--- src/rtl/csr_pkg.sv ---
package csr_pkg;
  localparam int BUS_W  = 8;
  localparam int ADDR_W = 2;

  typedef enum logic [ADDR_W-1:0] {
    LOC_CTL  = 2'd0,
    LOC_RPTR = 2'd1,
    LOC_WPTR = 2'd2,
    LOC_TEST = 2'd3
  } csr_loc_e;

  // Field order is decoded by the buffer logic; keep it fixed.
  typedef struct packed {
    logic       shift_en;
    logic       mem_test;
    logic       rp_nofollow;
    logic       rp_auto;
    logic       spare;
    logic [1:0] tsel_ch;
    logic       tsel_fall;
  } ctl_t;
endpackage

--- src/rtl/csr_bus_if.sv ---
module csr_bus_if #(
  parameter int AW = 2,
  parameter int DW = 8
) (
  input  logic          clk,
  input  logic          rst_n,
  input  logic          bus_cs,
  input  logic          bus_rnw,
  input  logic [AW-1:0] bus_addr,
  input  logic [DW-1:0] bus_wdata,
  output logic          acc_end,
  output logic          acc_rnw,
  output logic [AW-1:0] acc_addr,
  output logic [DW-1:0] acc_wdata
);
  logic cs_q;
  logic cap_en;

  always_comb begin
    cap_en  = bus_cs;
    acc_end = cs_q & ~bus_cs;
  end

  always_ff @(posedge clk or negedge rst_n) begin
    if (!rst_n) begin
      cs_q      <= 1'b0;
      acc_rnw   <= 1'b0;
      acc_addr  <= '0;
      acc_wdata <= '0;
    end else begin
      cs_q <= bus_cs;
      if (cap_en) begin
        acc_rnw   <= bus_rnw;
        acc_addr  <= bus_addr;
        acc_wdata <= bus_wdata;
      end
    end
  end
endmodule

--- src/rtl/csr_ptr_counter.sv ---
module csr_ptr_counter #(
  parameter int W = 7
) (
  input  logic         clk,
  input  logic         rst_n,
  input  logic         ld,
  input  logic [W-1:0] ld_val,
  input  logic         inc,
  output logic [W-1:0] cnt
);
  logic [W-1:0] cnt_d;
  logic         cnt_en;

  always_comb begin
    cnt_en = ld | inc;
    if (ld) cnt_d = ld_val;
    else    cnt_d = cnt + W'(1);
  end

  always_ff @(posedge clk or negedge rst_n) begin
    if (!rst_n)      cnt <= '0;
    else if (cnt_en) cnt <= cnt_d;
  end
endmodule

--- src/rtl/csr_test_path.sv ---
module csr_test_path
  import csr_pkg::*;
#(
  parameter int NCH    = 4,
  parameter int WORD_W = 6,
  parameter int CH_W   = 2
) (
  input  logic                  clk,
  input  logic                  rst_n,
  input  ctl_t                  ctl,
  input  logic                  tdr_wr,
  input  logic [WORD_W-1:0]     tdr_wval,
  input  logic                  shift_req,
  input  logic                  shift_val,
  input  logic [NCH*WORD_W-1:0] enc_rise,
  input  logic [NCH*WORD_W-1:0] enc_fall,
  output logic [NCH*WORD_W-1:0] mem_rise,
  output logic [NCH*WORD_W-1:0] mem_fall,
  output logic [WORD_W-1:0]     tdr,
  output logic [NCH-1:0]        shift_pulse,
  output logic                  shift_bit
);
  logic [CH_W-1:0]   tch;
  logic [WORD_W-1:0] sel_word;
  logic [WORD_W-1:0] tdr_d;
  logic              tdr_en;

  always_comb begin
    tch      = ctl.tsel_ch[CH_W-1:0];
    sel_word = ctl.tsel_fall ? enc_fall[tch*WORD_W +: WORD_W]
                             : enc_rise[tch*WORD_W +: WORD_W];
    tdr_en   = tdr_wr | ctl.mem_test;
    tdr_d    = tdr_wr ? tdr_wval : sel_word;
    shift_bit = shift_val;
  end

  always_ff @(posedge clk or negedge rst_n) begin
    if (!rst_n)      tdr <= '0;
    else if (tdr_en) tdr <= tdr_d;
  end

  for (genvar c = 0; c < NCH; c++) begin : g_ch
    logic hit;
    assign hit = ctl.mem_test && (tch == CH_W'(c));
    assign mem_rise[c*WORD_W +: WORD_W] = (hit && !ctl.tsel_fall) ? tdr : enc_rise[c*WORD_W +: WORD_W];
    assign mem_fall[c*WORD_W +: WORD_W] = (hit &&  ctl.tsel_fall) ? tdr : enc_fall[c*WORD_W +: WORD_W];
    assign shift_pulse[c] = shift_req && ctl.shift_en && (tch == CH_W'(c));
  end
endmodule

--- src/rtl/csr_regfile.sv ---
module csr_regfile
  import csr_pkg::*;
#(
  parameter int NCH    = 4,
  parameter int PTR_W  = 7,
  parameter int WORD_W = 6
) (
  input  logic                  clk,
  input  logic                  rst_n,
  input  logic                  bus_cs,
  input  logic                  bus_rnw,
  input  logic [1:0]            bus_addr,
  input  logic [7:0]            bus_wdata,
  output logic [7:0]            bus_rdata,
  output logic                  bus_rdata_oe,
  input  logic                  wr_adv,
  input  logic                  async_rd_done,
  output logic [7:0]            ctl_bits,
  output logic [PTR_W-1:0]      rd_ptr,
  output logic [PTR_W-1:0]      wr_ptr,
  input  logic [NCH*WORD_W-1:0] enc_rise,
  input  logic [NCH*WORD_W-1:0] enc_fall,
  output logic [NCH*WORD_W-1:0] mem_rise,
  output logic [NCH*WORD_W-1:0] mem_fall,
  input  logic [NCH-1:0]        scan_out_in,
  output logic [NCH-1:0]        shift_pulse,
  output logic                  shift_bit
);
  localparam int CH_W    = (NCH > 1) ? $clog2(NCH) : 1;
  localparam int SIN_BIT = BUS_W - 2;

  logic             rst_meta, rst_sync;
  logic             acc_end, acc_rnw;
  logic [1:0]       acc_addr;
  logic [BUS_W-1:0] acc_wdata;
  logic             wr_commit;
  logic             ctl_ld, rp_ld, wp_ld, tst_ld;
  logic             rp_inc;
  logic [PTR_W-1:0] ld_val;
  ctl_t             ctl_q, ctl_d;
  logic             sin_q, sin_d;
  logic [WORD_W-1:0] tdr;
  logic             shift_req, shift_val;
  logic [CH_W-1:0]  tch;

  // Reset: asserted asynchronously, released on the clock.
  always_ff @(posedge clk or negedge rst_n) begin
    if (!rst_n) begin
      rst_meta <= 1'b0;
      rst_sync <= 1'b0;
    end else begin
      rst_meta <= 1'b1;
      rst_sync <= rst_meta;
    end
  end

  csr_bus_if #(.AW(ADDR_W), .DW(BUS_W)) u_bus (
    .clk(clk), .rst_n(rst_sync),
    .bus_cs(bus_cs), .bus_rnw(bus_rnw), .bus_addr(bus_addr), .bus_wdata(bus_wdata),
    .acc_end(acc_end), .acc_rnw(acc_rnw), .acc_addr(acc_addr), .acc_wdata(acc_wdata)
  );

  always_comb begin
    wr_commit = acc_end & ~acc_rnw;
    ctl_ld    = wr_commit && (acc_addr == LOC_CTL);
    rp_ld     = wr_commit && (acc_addr == LOC_RPTR);
    wp_ld     = wr_commit && (acc_addr == LOC_WPTR);
    tst_ld    = wr_commit && (acc_addr == LOC_TEST);
    ld_val    = acc_wdata[PTR_W-1:0];
    rp_inc    = (wr_adv & ~ctl_q.rp_nofollow) | (async_rd_done & ctl_q.rp_auto);
    ctl_d     = ctl_ld ? ctl_t'(acc_wdata) : ctl_q;
    sin_d     = tst_ld ? acc_wdata[SIN_BIT] : sin_q;
    shift_req = acc_end && (acc_addr == LOC_TEST);
    shift_val = acc_rnw ? sin_q : acc_wdata[SIN_BIT];
    tch       = ctl_q.tsel_ch[CH_W-1:0];
    ctl_bits  = ctl_q;
  end

  always_ff @(posedge clk or negedge rst_sync) begin
    if (!rst_sync) begin
      ctl_q <= '0;
      sin_q <= 1'b0;
    end else begin
      ctl_q <= ctl_d;
      sin_q <= sin_d;
    end
  end

  csr_ptr_counter #(.W(PTR_W)) u_rptr (
    .clk(clk), .rst_n(rst_sync), .ld(rp_ld), .ld_val(ld_val), .inc(rp_inc), .cnt(rd_ptr)
  );

  csr_ptr_counter #(.W(PTR_W)) u_wptr (
    .clk(clk), .rst_n(rst_sync), .ld(wp_ld), .ld_val(ld_val), .inc(wr_adv), .cnt(wr_ptr)
  );

  csr_test_path #(.NCH(NCH), .WORD_W(WORD_W), .CH_W(CH_W)) u_test (
    .clk(clk), .rst_n(rst_sync), .ctl(ctl_q),
    .tdr_wr(tst_ld), .tdr_wval(acc_wdata[WORD_W-1:0]),
    .shift_req(shift_req), .shift_val(shift_val),
    .enc_rise(enc_rise), .enc_fall(enc_fall),
    .mem_rise(mem_rise), .mem_fall(mem_fall),
    .tdr(tdr), .shift_pulse(shift_pulse), .shift_bit(shift_bit)
  );

  // Read path: live address, driven only during a read access.
  always_comb begin
    bus_rdata_oe = bus_cs & bus_rnw;
    bus_rdata    = '0;
    if (bus_rdata_oe) begin
      case (csr_loc_e'(bus_addr))
        LOC_CTL:  bus_rdata = ctl_q;
        LOC_RPTR: bus_rdata[PTR_W-1:0] = rd_ptr;
        LOC_WPTR: bus_rdata[PTR_W-1:0] = wr_ptr;
        default: begin
          bus_rdata[WORD_W-1:0] = tdr;
          bus_rdata[SIN_BIT]    = sin_q;
          bus_rdata[BUS_W-1]    = scan_out_in[tch];
        end
      endcase
    end
  end
endmodule

--- config.mk ---
export PLATFORM = sky130hd
export DESIGN_NAME = csr_regfile
export DESIGN_NICKNAME = d
export VERILOG_FILES = /design/src/rtl/csr_pkg.sv /design/src/rtl/csr_bus_if.sv /design/src/rtl/csr_ptr_counter.sv /design/src/rtl/csr_test_path.sv /design/src/rtl/csr_regfile.sv
export SDC_FILE = /design/constraint.sdc
export NUM_CORES = 1
export LEC_CHECK = 0
export ABC_AREA = 1
export BUFFER_PORTS_ARGS = -buffer_cell sky130_fd_sc_hd__buf_2
export CAP_MARGIN = 20
export CORE_ASPECT_RATIO = 1.1
export CORE_MARGIN = 3
export CORE_UTILIZATION = 49
export DETAILED_ROUTE_END_ITERATION = 8
export GPL_TIMING_DRIVEN = 0
export PLACE_DENSITY = 0.91
export SYNTH_ARGS = -nofsm -noshare
export SYNTH_HDL_FRONTEND = slang
export SYNTH_HIERARCHICAL = 1
export SYNTH_SLANG_ARGS = --single-unit
--- constraint.sdc ---
create_clock -name clk -period 2 [get_ports clk]
set_clock_uncertainty 0.15 [all_clocks]
set_input_delay 0 -clock clk [delete_from_list [all_inputs] [get_ports clk]]
set_output_delay 0 -clock clk [all_outputs]
set_load 0.1 [all_outputs]
==> results_dict.tcl, run 1 <==
set metrics [dict create \
    synth_commonest_cells "213 x nand2_1, 81 x inv_1, 43 x dfrtp_1" \
    clockBufferDepth 2 \
    die_h_um 96.1 \
    place_hpwl_um 10100 \
    avgSynthCellArea_um2 6.38 \
    cts-root-buf "clkbuf_8" \
    yosysMostFrequentCell "nand2_1" \
    ys_ff_latch 43 \
    worst_endpoint_kind "top-level output" \
    cts-buffers-inserted 5 \
    netlist.area_leader.share_pct 29.8 \
    h-tree-depth 2 \
    async_flop_share_pct 100 \
    status "aborted with a tool error" \
    pre_cts_ws_ns 0.00159 \
    gp_congestion 0.887 \
    yosys.area.top_type "dfrtp_1" \
    syn_area_um2 3620 \
    synth_enable_flop_cells 0 \
    ys.flop_type "dfrtp_1" \
    ys_seq_area_share_pct 29.8 \
    rows 32 \
    io_buffers 151 \
    ys_types 31 \
    grt_usage_pct 69.8 \
    grt_max_degree 42 \
    yosys_warnings 6 \
    synthTopCellsByArea "dfrtp_1 30%, nand2_1 22%, inv_1 8.4%" \
    start_util_pct 51.0 \
    firstError "[ERROR GRT-0232] Routing congestion too high. Check the congestion heatmap in the GUI." \
    syn_nets 637 \
    io_pins 152 \
    grt_worst_setup_endpoint "mem_fall[13]" \
    clock-sinks 43 \
    synthCells 567 \
    grt.overflow.total 3 \
    lastStage "5_1_grt" \
    die_w_um 87.9 \
]
timing repair:
action,4_1_cts
pin swaps,4
endpoints found under the setup margin,52
hold buffers,38
cloned,2
gates resized for setup,135
endpoints found under the hold margin,26
buffers inserted,12
cells by family after synthesis:
group	after synthesis	synth area share, %
AO/OA/AOI/OAI	95	16.6
XOR/XNOR	2	0.485
adder cells (fa/ha/maj)	2	0.692
buffers and inverters	112	13.8
flip-flops	43	29.8
other	1	0.104
AND/OR/NAND/NOR	312	38.5
layer usage:
| metal | overflow | track usage (%) |
|---|---|---|
| met5 | 0 | 21.4 |
| met4 | 0 | 68.7 |
| met3 | 0 | 59.5 |
| met2 | 3 | 87.3 |
| met1 | 0 | 65.9 |
per-stage QoR:
| step | hold slack, ns | std cells | instance area [um2] | setup TNS, ns | utilization, % |
|---|---|---|---|---|---|
| 3_3_place_gp | -0.365 | 803 | 5100 | -0.764 | 72.0 |
| 3_5_place_dp | -0.363 | 803 | 5100 | 0 | 72.0 |
| 4_1_cts | 0.00766 | 863 | 6170 | -0.265 | 87.0 |
| 2_1_floorplan | -0.446 | 567 | 4240 | -0.0164 | - |
==> inputs of run 2 (changes only) <==
- CORE_ASPECT_RATIO: 1.1 -> not set
- CORE_UTILIZATION: 49 -> 40
- PLACE_DENSITY: 0.91 -> not set
- PLACE_DENSITY_LB_ADDON: not set -> 0.15
==> run 2 against run 1 <==
  * The run now ends clean
  * Area after synthesis unchanged
  * Synthesized cell count unchanged
==> results_dict.tcl, run 2 <==
set metrics [dict create \
    clock-sinks 43 \
    pwr_density_cell_nw_per_um2 1160 \
    ir_drop_v 0.000944 \
    cts-root-buf "clkbuf_8" \
    remaining_drc_errors 0 \
    largest_reg_flops 8 \
    syn_nets 637 \
    hold_path.class "in2reg" \
    tightestPinTransition_ns 0.902 \
    antenna_found_initial 0 \
    area_growth_pct 75.8 \
    grt_pass1_vias 4724 \
    min_period_ns 1.99 \
    async_flop_share_pct 100 \
    critical_path_required_ns 1.85 \
    maxSlewHeadroom_pct 39.9 \
    cap_violations 0 \
    worstHoldEndpoint "u_test/tdr[2]$_DFFE_PN0P_" \
    netlist.area_leader.share_pct 29.8 \
    fmax_mhz 503 \
    final_common_cell "nand2_1" \
    grt_usage_pct 27.9 \
    leakagePower_uw 0.00326 \
    top_register "u_bus/acc_wdata" \
    final-instance-count-excl-fill 894 \
    ys.flop_type "dfrtp_1" \
    worst_path_dominant_cell_family "flip-flops" \
    rsz0062_at_grt "yes" \
    worst-path-buf-inv 2 \
    drt-pass1-iter-count 5 \
    yosys_warnings 6 \
    h-tree-depth 2 \
    dpl_cell_area_um2 5130 \
    rows 34 \
    crit_slowest_cell "dfrtp_4" \
    dp.cells 826 \
    reg_top3 "u_bus/acc_wdata x8, u_rptr/cnt x7, u_wptr/cnt x7" \
    cts-buffers-inserted 5 \
    hold_violations 0 \
    hold_depth 7 \
    mostFrequentLayoutCells "206 x nand2_1, 98 x buf_2, 79 x inv_1" \
    die_h_um 101 \
    finalCritPeriodShare_pct 99.3 \
    io_pins 152 \
    cts_tree "yes" \
    setup_viol 0 \
    totalWireLength_um 14400 \
    synth_enable_flop_cells 0 \
    start_util_pct 41.3 \
    insertion_delay_ns 0.30 \
    cp_slowest_stage_delay_ns 0.55 \
    reg2reg_depth 10 \
    die_w_um 101 \
    ys_seq_area_share_pct 29.8 \
    critPathArrivalTime_ns 1.84 \
    grt.overflow.total 0 \
    synthCells 567 \
    routedWlPerCell_um 16.2 \
    min-delay-start "enc_fall[8]" \
    avgSynthCellArea_um2 6.38 \
    io_buffers 151 \
    critPathKind "reg2out" \
    die_area_um2 10200 \
    grt_max_degree 42 \
    worst-path-max-fanout 10 \
    yosys.area.top_type "dfrtp_1" \
    final_nets 855 \
    place_hpwl_um 10000 \
    vias_per_cell 5.24 \
    start_kind "register" \
    placeableCoreArea_um2 8760 \
    ys_ff_latch 43 \
    clockBufferDepth 2 \
    synthTopCellsByArea "dfrtp_1 30%, nand2_1 22%, inv_1 8.4%" \
    r2r_slack_ns 0.26 \
    gp_congestion 0.947 \
    syn_area_um2 3620 \
    r2r-start "u_bus/cs_q$_DFF_PN0_" \
    slew_violations 0 \
    stdcell_area_um2 6360 \
    power_uw 7390 \
    diodes 0 \
    drive_gt1_share_pct 41.1 \
    grt_pass1_wl_um 22800 \
    vias 4681 \
    clk_pin_slew_ns 0.09 \
    setup.worst_path.end_class "primary output" \
    final_util_pct 72.5 \
    r2r-end "u_rptr/cnt[3]$_DFFE_PN0P_" \
    crit_chain "nor2_4 > nand3_1 > buf_6 > nand2_1 > o21ai_4 > buf_8" \
    yosysMostFrequentCell "nand2_1" \
    ys_types 31 \
    status "completed" \
    drtAntennaViolNets 0 \
    drtIter0Drc 284 \
    synth_commonest_cells "213 x nand2_1, 81 x inv_1, 43 x dfrtp_1" \
]
run 2: final cells by class:
cell class	instances	area, um2
clock inverters	2	16.3
clock buffers	6	82.6
flip-flops and latches	43	1100
fillers	657	2410
inverters	92	345
plain buffers	19	193
multi-input cells	412	2670
repair buffers	212	1810
well taps	108	135
run 2: cells by family after synthesis:
| family | count (synthesis) | synth area share, % |
|---|---|---|
| flip-flops | 43 | 29.8 |
| buffers and inverters | 112 | 13.8 |
| adder cells (fa/ha/maj) | 2 | 0.692 |
| XOR/XNOR | 2 | 0.485 |
| other | 1 | 0.104 |
| AO/OA/AOI/OAI | 95 | 16.6 |
| AND/OR/NAND/NOR | 312 | 38.5 |
run 2: power by group:
part           internal [uW]  switching [uW]
combinational           1310            3880
clock                    282             317
sequential              1140             452
total                   2730            4650
run 2: how the worst max path moves through the flow:
stage	startpoint	endpoint	slack (ns)	cells after the start
2_1_floorplan	tch[0]$_DFFE_PN0P_	mem_fall[18]	-0.01	5
3_3_place_gp	rst_sync$_DFF_PN0_	ctl_bits[6]$_DFFE_PN0P_	-0.13	0
3_5_place_dp	ctl_bits[0]$_DFFE_PN0P_	mem_fall[22]	0.01	7
4_1_cts	tch[0]$_DFFE_PN0P_	mem_fall[22]	0.0006	6
5_1_grt	tch[0]$_DFFE_PN0P_	mem_fall[23]	-0.05	6
6_report	tch[1]$_DFFE_PN0P_	mem_fall[3]	0.01	6
run 2: stage by stage:
stage	setup TNS, ns	worst slack (ns)	hold WS (ns)
global route	-0.242	-0.0501	0.0447
global placement	-0.899	-0.134	-0.365
floorplan	-0.0164	-0.0118	-0.446
detailed placement	0	0.0128	-0.363
finish	0	0.0137	0.0285
CTS	0	0.000600	0.0213
run 2: per-layer routing:
layer | wire length [um] | global-route usage [%]
met1 | 5800 | 36.4
met2 | 7300 | 48.0
met5 | 0 | 0
met4 | 287 | 6.75
met3 | 1050 | 4.78
run 2: worst register-to-register path, stage by stage (launching register included):
cell and delay, ns:
dfrtp_1 0.33, inv_1 0.03, nor2_1 0.07, inv_1 0.08
nor2_4 0.13, inv_1 0.08, nor3_2 0.17, buf_4 0.23
nor2_4 0.08, a22oi_1 0.20, nand2_1 0.07
run 2: repair_timing:
item / CTS / global route
buffers inserted: 18 / 2
hold buffers: 39 / 0
endpoints found under the hold margin: 26 / 0
endpoints found under the setup margin: 53 / 49
pin swaps: 4 / 2
resized for setup: 109 / 49
cloned: 2 / 0
Note: power is estimated with default switching activity, not from simulation.
==> inputs of run 3 (changes only) <==
- SETUP_SLACK_MARGIN: not set -> 0.3
==> run 3 against run 2 <==
  * Setup slack got worse by 0.011 ns
  * Hold slack improved by 0.013 ns
  * Wire length rose by 25%
  * Non-clock buffer count rose by 10
  * Clock-buffer cell count did not move
  * Register-to-register slack got worse by 0.16 ns
  * Clock power rose by 22%
  * Die area did not move
  * Fmax fell by 0.53%
  * Final area rose by 14%
  * Utilization rose by 10 points
  * Critical path type unchanged
  * Critical endpoint is now mem_rise[15]
==> results_dict.tcl, run 3 (synthesis gave the netlist of run 2 again) <==
set metrics [dict create \
    status "completed" \
    fin_setup_tns_ns 0 \
    mostFrequentLayoutCells "173 x nand2_1, 94 x buf_2, 72 x inv_1" \
    insertion_delay_ns 0.30 \
    top_register "u_bus/acc_wdata" \
    final_common_cell "nand2_1" \
    gp_congestion 0.882 \
    crit_slowest_cell "dfrtp_4" \
    fmax_mhz 501 \
    totalWireLength_um 18100 \
    final_nets 865 \
    grt_max_degree 42 \
    finalCritPeriodShare_pct 99.8 \
    worst_slack_ns 0.00319 \
    rows 34 \
    pwr_density_cell_nw_per_um2 1130 \
    clock-sinks 43 \
    critPathArrivalTime_ns 1.85 \
    clockBufferDepth 2 \
    routedWlPerCell_um 19.9 \
    worst-path-buf-inv 5 \
    remaining_drc_errors 0 \
    drtAntennaViolNets 0 \
    placeableCoreArea_um2 8760 \
    worst-path-max-fanout 6 \
    leakagePower_uw 0.00353 \
    cts_tree "yes" \
    crit_chain "buf_6 > inv_4 > buf_8 > nand3_4 > buf_16 > o21ai_4 > buf_12" \
    antenna_found_initial 2 \
    cts-root-buf "clkbuf_8" \
    h-tree-depth 2 \
    setup_viol 0 \
    reg_top3 "u_bus/acc_wdata x8, u_rptr/cnt x7, u_wptr/cnt x7" \
    hold_path.class "in2reg" \
    die_area_um2 10200 \
    area_growth_pct 100 \
    largest_reg_flops 8 \
    rsz0062_at_grt "yes" \
    tightestPinTransition_ns 0.926 \
    grt_pass1_vias 4935 \
    min_period_ns 2.00 \
    start_util_pct 41.3 \
    final_util_pct 82.5 \
    grt_pass1_wl_um 24900 \
    worst_path_dominant_cell_family "buffers and inverters" \
    slew_violations 0 \
    vias_per_cell 5.67 \
    critical_path_required_ns 1.85 \
    io_pins 152 \
    place_hpwl_um 10000 \
    drive_gt1_share_pct 50.9 \
    drt-pass1-iter-count 5 \
    cp_slowest_stage_delay_ns 0.50 \
    ir_drop_v 0.000829 \
    pre_cts_ws_ns 0.0437 \
    critPathKind "reg2out" \
    cap_violations 0 \
    vias 5141 \
    holdWs_ns 0.0413 \
    cts-buffers-inserted 5 \
    die_h_um 101 \
    die_w_um 101 \
    clk_pin_slew_ns 0.08 \
    hold_violations 0 \
    grt.overflow.total 0 \
    io_buffers 151 \
    grt_usage_pct 31.1 \
    drtIter0Drc 530 \
    start_kind "register" \
    maxSlewHeadroom_pct 38.2 \
    setup.worst_path.end_class "primary output" \
]
-- run 3: changes by cell type in the layout (fill, tap and decap cells not counted), moves of 7 or more --
| cell | delta |
|---|---|
| buf_12 | +53 |
| buf_6 | -25 |
| dfrtp_1 | -11 |
| dfrtp_2 | +11 |
| dlygate4sd3_1 | -13 |
| inv_1 | -7 |
| nand2_1 | -33 |
| nand2_2 | +28 |
-- run 3: path summary, 6_finish.rpt --
check                                             to  slack (ns)               startpoint  depth (start not counted)
min                        u_test/tdr[2]$_DFFE_PN0P_        0.04              enc_rise[2]                          6
min in group asynchronous         tch[0]$_DFFE_PN0P_        0.26       rst_sync$_DFF_PN0_                          0
max                                     mem_rise[15]       0.003  ctl_bits[0]$_DFFE_PN0P_                          7
max reg2reg                u_test/tdr[2]$_DFFE_PN0P_        0.10  ctl_bits[0]$_DFFE_PN0P_                          7
max in group asynchronous    ctl_bits[6]$_DFFE_PN0P_        0.75       rst_sync$_DFF_PN0_                          0
min reg2reg                       rst_sync$_DFF_PN0_        0.22       rst_meta$_DFF_PN0_                          0
-- run 3: routing by layer --
| metal | global-route usage, % | vias up | part of all wire (%) |
|---|---|---|---|
| met1 | 39.3 | 2419 | 37 |
| met3 | 5.12 | 87 | 8.3 |
| li1 | - | 2263 | - |
| met5 | 0 | - | 0 |
| met4 | 11.8 | 0 | 4.9 |
| met2 | 52.9 | 372 | 50 |
-- run 3: timing repair --
action	in CTS	in global routing
endpoints found under the setup margin	69	80
pin swaps	15	28
gates resized for setup	238	78
gates cloned	3	2
hold buffers	26	0
hold endpoints to repair	25	0
buffers inserted	22	17
-- run 3: where the power goes --
group / switching [uW] / internal [uW]
sequential: 459 / 1160
combinational: 4160 / 1650
clock: 324 / 405
total: 4950 / 3220
-- run 3: per-stage QoR --
| stage | instance area [um2] | power [uW] | std cells |
|---|---|---|---|
| after floorplan | 4350 | 5390 | 567 |
| after global placement | 5240 | 6190 | 826 |
| after detailed placement | 5240 | 6250 | 826 |
| after CTS | 6760 | 7670 | 885 |
| after global routing | 7230 | 8490 | 906 |
| final | 7230 | 8160 | 906 |
-- run 3: cell type report --
cell class	instances	area, um2
sequential	43	1120
tap	108	135
fill	484	1530
inverter	92	363
timing repair buffer	221	2370
clock inverter	2	35.0
buffer	20	269
clock buffer	6	82.6
antenna	2	5.00
multi-input combinational	412	2850
-- run 3: worst register-to-register path: stages (launching register included) --
cell and delay [ns]:
dfrtp_4 0.50, buf_6 0.14, buf_4 0.14, buf_2 0.20, o211ai_1 0.30, nand2_1 0.12, o21ai_1 0.15, nand2_1 0.07
